<file path="config.mk">
export PLATFORM = sky130hd
export DESIGN_NAME = booth_seq_mul
export DESIGN_NICKNAME = d
export VERILOG_FILES = /design/src/rtl/booth_pkg.sv /design/src/rtl/booth_rst_sync.sv /design/src/rtl/booth_recode.sv /design/src/rtl/booth_addsub.sv /design/src/rtl/booth_ctrl.sv /design/src/rtl/booth_seq_mul.sv
export SDC_FILE = /design/constraint.sdc
export NUM_CORES = 1
export LEC_CHECK = 0
export BUFFER_PORTS_ARGS = -buffer_cell sky130_fd_sc_hd__buf_2
export CAP_MARGIN = 20
export CORE_MARGIN = 1.5
export CORE_UTILIZATION = 30
export CTS_BUF_LIST = sky130_fd_sc_hd__clkbuf_8
export CTS_CLUSTER_SIZE = 14
export DETAILED_ROUTE_END_ITERATION = 16
export SYNTH_ARGS = -nofsm -noshare
export SYNTH_HDL_FRONTEND = slang
export SYNTH_SLANG_ARGS = --single-unit
</file>
<file path="constraint.sdc">
create_clock -name clk -period 3.36 [get_ports clk]
set_input_delay 0.336 -clock clk [delete_from_list [all_inputs] [get_ports clk]]
set_output_delay 0.336 -clock clk [all_outputs]
set_load 0.02 [all_outputs]
</file>
<file path="src/rtl/booth_pkg.sv">
package booth_pkg;

  // Action chosen for one scan step from a multiplier bit pair
  typedef enum logic [1:0] {
    STEP_SKIP = 2'd0,
    STEP_ADD  = 2'd1,
    STEP_SUB  = 2'd2
  } step_e;

  typedef enum logic {
    PH_IDLE = 1'b0,
    PH_RUN  = 1'b1
  } phase_e;

endpackage

</file>
<file path="src/rtl/booth_rst_sync.sv">
module booth_rst_sync #(
  parameter int STAGES = 2
) (
  input  logic clk,
  input  logic rst_n,
  output logic rst_sync_n
);

  logic [STAGES-1:0] sync_q;

  generate
    if (STAGES == 1) begin : g_single
      always_ff @(posedge clk or negedge rst_n) begin
        if (!rst_n) sync_q <= 1'b0;
        else        sync_q <= 1'b1;
      end
    end else begin : g_chain
      always_ff @(posedge clk or negedge rst_n) begin
        if (!rst_n) sync_q <= '0;
        else        sync_q <= {sync_q[STAGES-2:0], 1'b1};
      end
    end
  endgenerate

  assign rst_sync_n = sync_q[STAGES-1];

endmodule

</file>
<file path="src/rtl/booth_recode.sv">
module booth_recode
  import booth_pkg::*;
(
  input  logic  cur_bit_i,
  input  logic  prev_bit_i,
  output step_e step_o
);

  always_comb begin
    unique case ({cur_bit_i, prev_bit_i})
      2'b01:   step_o = STEP_ADD;   // end of a run of ones
      2'b10:   step_o = STEP_SUB;   // start of a run of ones
      default: step_o = STEP_SKIP;  // inside a run or inside zeros
    endcase
  end

endmodule

</file>
<file path="src/rtl/booth_addsub.sv">
module booth_addsub
  import booth_pkg::*;
#(
  parameter int W = 33
) (
  input  logic [W-1:0] acc_i,
  input  logic [W-1:0] addend_i,
  input  step_e        step_i,
  output logic [W-1:0] sum_o
);

  logic [W-1:0] operand;
  logic         carry_in;

  always_comb begin
    operand  = '0;
    carry_in = 1'b0;
    unique case (step_i)
      STEP_ADD: begin
        operand  = addend_i;
        carry_in = 1'b0;
      end
      STEP_SUB: begin
        operand  = ~addend_i;
        carry_in = 1'b1;
      end
      default: begin
        operand  = '0;
        carry_in = 1'b0;
      end
    endcase
    sum_o = acc_i + operand + W'(carry_in);
  end

endmodule

</file>
<file path="src/rtl/booth_ctrl.sv">
module booth_ctrl
  import booth_pkg::*;
#(
  parameter int STEPS = 32
) (
  input  logic clk,
  input  logic rst_n,
  input  logic start_i,
  output logic load_o,
  output logic step_en_o,
  output logic busy_o,
  output logic done_o
);

  localparam int CW = (STEPS > 1) ? $clog2(STEPS) : 1;
  localparam logic [CW-1:0] LAST = CW'(STEPS - 1);

  phase_e        phase_q, phase_d;
  logic [CW-1:0] cnt_q, cnt_d;
  logic          done_q, done_d;
  logic          cnt_en;

  // Next-state logic
  always_comb begin
    phase_d = phase_q;
    cnt_d   = cnt_q;
    done_d  = 1'b0;
    cnt_en  = 1'b0;
    unique case (phase_q)
      PH_IDLE: begin
        if (start_i) begin
          phase_d = PH_RUN;
          cnt_d   = '0;
          cnt_en  = 1'b1;
        end
      end
      PH_RUN: begin
        cnt_en = 1'b1;
        cnt_d  = cnt_q + CW'(1);
        if (cnt_q == LAST) begin
          phase_d = PH_IDLE;
          done_d  = 1'b1;
        end
      end
      default: phase_d = PH_IDLE;
    endcase
  end

  // State registers
  always_ff @(posedge clk or negedge rst_n) begin
    if (!rst_n) begin
      phase_q <= PH_IDLE;
      done_q  <= 1'b0;
    end else begin
      phase_q <= phase_d;
      done_q  <= done_d;
    end
  end

  always_ff @(posedge clk or negedge rst_n) begin
    if (!rst_n)      cnt_q <= '0;
    else if (cnt_en) cnt_q <= cnt_d;
  end

  assign load_o    = (phase_q == PH_IDLE) && start_i;
  assign step_en_o = (phase_q == PH_RUN);
  assign busy_o    = (phase_q == PH_RUN);
  assign done_o    = done_q;

endmodule

</file>
<file path="src/rtl/booth_seq_mul.sv">
module booth_seq_mul
  import booth_pkg::*;
#(
  parameter int WIDTH       = 32,
  parameter int SYNC_STAGES = 2
) (
  input  logic               clk,
  input  logic               rst_n,
  input  logic               start_i,
  input  logic [WIDTH-1:0]   mcand_i,
  input  logic [WIDTH-1:0]   mplier_i,
  output logic               busy_o,
  output logic               done_o,
  output logic [2*WIDTH-1:0] product_o
);

  // Accumulator carries one guard bit so the most negative multiplicand
  // can be added or subtracted without losing its sign.
  localparam int AW = WIDTH + 1;

  logic             rst_sync_n;
  logic             load, step_en, reg_en;
  step_e            step;

  logic [AW-1:0]    acc_q, acc_d;
  logic [WIDTH-1:0] mq_q, mq_d;
  logic             prev_q, prev_d;
  logic [WIDTH-1:0] mcand_q, mcand_d;
  logic [AW-1:0]    mcand_ext;
  logic [AW-1:0]    sum;

  booth_rst_sync #(.STAGES(SYNC_STAGES)) u_rst_sync (
    .clk        (clk),
    .rst_n      (rst_n),
    .rst_sync_n (rst_sync_n)
  );

  booth_ctrl #(.STEPS(WIDTH)) u_ctrl (
    .clk       (clk),
    .rst_n     (rst_sync_n),
    .start_i   (start_i),
    .load_o    (load),
    .step_en_o (step_en),
    .busy_o    (busy_o),
    .done_o    (done_o)
  );

  booth_recode u_recode (
    .cur_bit_i  (mq_q[0]),
    .prev_bit_i (prev_q),
    .step_o     (step)
  );

  assign mcand_ext = {mcand_q[WIDTH-1], mcand_q};

  booth_addsub #(.W(AW)) u_addsub (
    .acc_i    (acc_q),
    .addend_i (mcand_ext),
    .step_i   (step),
    .sum_o    (sum)
  );

  // Next-state: load fresh operands, or add/sub then arithmetic shift right
  always_comb begin
    acc_d   = acc_q;
    mq_d    = mq_q;
    prev_d  = prev_q;
    mcand_d = mcand_q;
    if (load) begin
      acc_d   = '0;
      mq_d    = mplier_i;
      prev_d  = 1'b0;
      mcand_d = mcand_i;
    end else if (step_en) begin
      acc_d  = {sum[AW-1], sum[AW-1:1]};
      mq_d   = {sum[0], mq_q[WIDTH-1:1]};
      prev_d = mq_q[0];
    end
  end

  assign reg_en = load | step_en;

  always_ff @(posedge clk or negedge rst_sync_n) begin
    if (!rst_sync_n) begin
      acc_q  <= '0;
      mq_q   <= '0;
      prev_q <= 1'b0;
    end else if (reg_en) begin
      acc_q  <= acc_d;
      mq_q   <= mq_d;
      prev_q <= prev_d;
    end
  end

  always_ff @(posedge clk or negedge rst_sync_n) begin
    if (!rst_sync_n)  mcand_q <= '0;
    else if (load)    mcand_q <= mcand_d;
  end

  assign product_o = {acc_q[WIDTH-1:0], mq_q};

endmodule

</file>
==> tab_implementation.tex <==
\begin{tabular}{lr}
\hline
Metric & Value \\
\hline
\multicolumn{2}{l}{\textbf{Logic synthesis}} \\
Post-synth EDFFs & 0 \\
Proportion of register bits with asynchronous set or reset after synthesis & 100.0\% \\
Cell taking the most area after synthesis & dfrtp\_1 \\
Sequential element share of the synthesized area & 42.29\% \\
Proportion of netlist area held by the largest area contributor & 42.29\% \\
Post-synthesis cell type count & 61 \\
Most used standard cells in the synthesized netlist & dfrtp\_1, nand2\_1, o21ai\_0 \\
Most used flip-flop cell after synthesis & dfrtp\_1 \\
Avg Inst Size Synth & 9.816 um2 \\
Total standard cell area after synthesis & 0.006272 mm2 \\
Number of warnings printed during yosys synthesis & 0 \\
Gate count after technology mapping & 639 \\
Most area-consuming cells after synthesis & dfrtp\_1, ha\_1, o21ai\_0 \\
Count leader, synth & dfrtp\_1 \\
Nets in the synthesized netlist & 741 \\
Total of flip-flops plus latches after synthesis & 106 \\
\multicolumn{2}{l}{\textbf{Critical path}} \\
FF-to-FF Start & prev\_q \\
Endpoint kind of the worst setup timing path & flop \\
Worst setup startpoint & prev\_q \\
Startpoint Class & flop \\
Minimum setup slack among reg-to-reg paths & 170 ps \\
Top fanout value on the critical path & 4 \\
End of the worst register-to-register path & acc\_q[23] \\
Required time reported for the critical path endpoint & 3650 ps \\
Capturing instance or port of the critical path & acc\_q[23] \\
Logic depth of the worst register-to-register path & 13 \\
Worst EP arrival & 3490 ps \\
Setup CP Type & reg2reg \\
\multicolumn{2}{l}{\textbf{Placed design}} \\
Setup Slack @ Placement & 57.61 ps \\
Routability congestion estimate & 0.9160 \\
Count of buffers inserted at the top-level ports & 132 \\
Placed cell count & 1025 \\
Post-detailed-placement cell area & 0.007268 mm2 \\
Placed wire-length estimate after detailed placement & 11570 um \\
\multicolumn{2}{l}{\textbf{STA}} \\
Max transition margin & 41.27\% \\
Clk\_skew & 13.78 ps \\
Setup-failing EPs final & 0 \\
Hold violation count in the final report & 0 \\
Unrepaired setup endpoints after global routing & yes \\
Slack of the critical path & 165.4 ps \\
Final critical-path required period & 3195 ps \\
Measured slew at the worst slew-check pin & 880.0 ps \\
Part of the cycle the worst path needs & 95.08\% \\
Highest clock frequency the design can meet & 0.3130 GHz \\
Total count of max-transition violations in the final report & 0 \\
\multicolumn{2}{l}{\textbf{Clocking}} \\
Clock sink count & 106 \\
Master cell of the clock root buffer & clkbuf\_8 \\
Setup Buffers After CTS & 0 \\
H-Tree Depth & 3 \\
Worst-Skew Late Latency & 390 ps \\
Number of buffers created by CTS & 9 \\
Clock tree from TritonCTS & done \\
Clk pin slew, worst setup/hold paths & 110 ps \\
Buffers from clock root to sink, at most & 2 \\
\multicolumn{2}{l}{\textbf{Final layout}} \\
Sequential cell area & 0.002660 mm2 \\
Layout cells sized above 1 & 28.89\% \\
Multi-input gate area & 0.003453 mm2 \\
Finished layout cell area & 0.007512 mm2 \\
Share of the core filled with cells & 36.89\% \\
Total Nets Final & 869 \\
FILL cells & 2081 \\
Layout Area Growth over Synthesis & 19.77\% \\
Cell Count, Final, Fillers Out & 1043 \\
\multicolumn{2}{l}{\textbf{Global routing}} \\
Vias in the first global route & 5003 \\
Final global-route overflow total & 0 \\
Global router's overall resource usage & 14.98\% \\
Global-route wire length before repair & 26010 um \\
Antenna violations before repair & 0 \\
Pin count of the biggest net entering global routing & 68 \\
\multicolumn{2}{l}{\textbf{Floorplan}} \\
Count of boundary I/O pins & 133 \\
Core region area & 0.02036 mm2 \\
Effective utilization at floorplan & 30.80\% \\
Chip Width & 147.6 um \\
Floorplan die height & 147.6 um \\
Area of the die & 0.02178 mm2 \\
Site row count & 52 \\
\multicolumn{2}{l}{\textbf{Detailed routing}} \\
Number of design-rule violations left by the first detailed-router iteration & 269 \\
Wire per inst & 15.17 um \\
Final routed DRC violation total & 0 \\
Total vias in the final route & 5121 \\
Number of nets still failing antenna checks after routing & 0 \\
Vias per cell & 4.910 \\
1st-pass router iterations & 4 \\
Final wirelength & 15820 um \\
\multicolumn{2}{l}{\textbf{Run}} \\
Number of max-cap violations & 0 \\
\multicolumn{2}{l}{\textbf{Min path}} \\
Worst min-delay path category & in2reg \\
\multicolumn{2}{l}{\textbf{Outcome}} \\
Status & completed \\
\hline
\end{tabular}
==> layout by cell type (no fill, tap or decap), types with 8 or more instances in the layout <==
cell type,count
a21o_1,11
xor2_1,15
clkbuf_8,11
nand2b_1,10
nand2_1,87
o21ai_0,80
buf_2,132
nor3_1,8
buf_4,21
dfrtp_1,104
mux2_2,32
a22o_1,32
xnor2_1,14
a21oi_1,36
inv_1,9
mux2i_1,33
ha_1,31
nor2_1,17
==> logic make-up after synthesis <==
kind of cell	Yosys count	synth area share, %
adder cells (fa/ha/maj)	35	7.221
multiplexers	65	11.01
XOR/XNOR	29	4.050
buffers and inverters	46	3.431
AND/OR/NAND/NOR	154	11.17
AO/OA/AOI/OAI	203	20.77
flip-flops	106	42.29
other	1	0.05979
==> metal layers <==
| metal | vias to the layer above | track usage [%] | wire, um |
|---|---|---|---|
| li1 | 2570 | - | - |
| met4 | 0 | 4.400 | 206 |
| met2 | 107 | 23.57 | 7177 |
| met5 | - | 0 | 0 |
| met3 | 10 | 3.241 | 666 |
| met1 | 2434 | 20.63 | 7769 |
==> registers in the layout, summed over array words and instances, names as in the netlist <==
register           cells
mcand_q               32
prev_q                 1
u_rst_sync.sync_q      2
u_ctrl.done_o          1
u_ctrl.busy_o          1
acc_q                 32
mq_q                  32
u_ctrl.cnt_q           5
==> worst max-delay path, stage by stage (launching register included) <==
cell      delay, ps
dfrtp_1         410
nand2b_2        240
nor2_1          110
a21oi_1          60
fa_2            360
fa_1            380
nand2b_1        180
nand2_1          80
a21oi_1          80
o31a_1          350
o31ai_4         330
a41oi_2         190
xnor2_1         160
a22o_1          180
==> metrics by stage <==
| step | setup TNS, ps | hold slack, ps |
|---|---|---|
| after CTS | 0 | 142.1 |
| after floorplan | 0 | 40.41 |
| after detailed placement | 0 | 125.7 |
| final | 0 | 165.8 |
| after global placement | 0 | 123.5 |
| after global routing | -4.596 | 140.7 |
==> worst min path at each step <==
stage	from	endpoint	slack, ps	cells past startpoint
2_1_floorplan	rst_n	u_rst_sync.sync_q[0]	40	0
3_3_place_gp	rst_n	u_rst_sync.sync_q[0]	120	1
3_5_place_dp	rst_n	u_rst_sync.sync_q[0]	130	1
4_1_cts	mcand_i[15]	mcand_q[15]	140	2
5_1_grt	mcand_i[30]	mcand_q[30]	140	2
6_report	mcand_i[15]	mcand_q[15]	170	2
==> what timing repair did <==
| item | 4_1_cts | 5_1_grt |
|---|---|---|
| hold buffers | 1 | 0 |
| resized for setup | 0 | 10 |
| endpoints found under the setup margin | 0 | 9 |
| endpoints found under the hold margin | 2 | 0 |
==> area by class of cell <==
cell class / instances / area share, %
inverters: 8 / 0.3997
clock inverters: 5 / 0.4997
repair buffers: 155 / 11.18
multi-input cells: 487 / 45.97
well taps: 270 / 4.497
diodes: 1 / 0.03331
flip-flops and latches: 106 / 35.41
clock buffers: 11 / 2.015
Power is not shown: default switching activity piles up to over one toggle a cycle in this logic, so the estimate is an artifact.
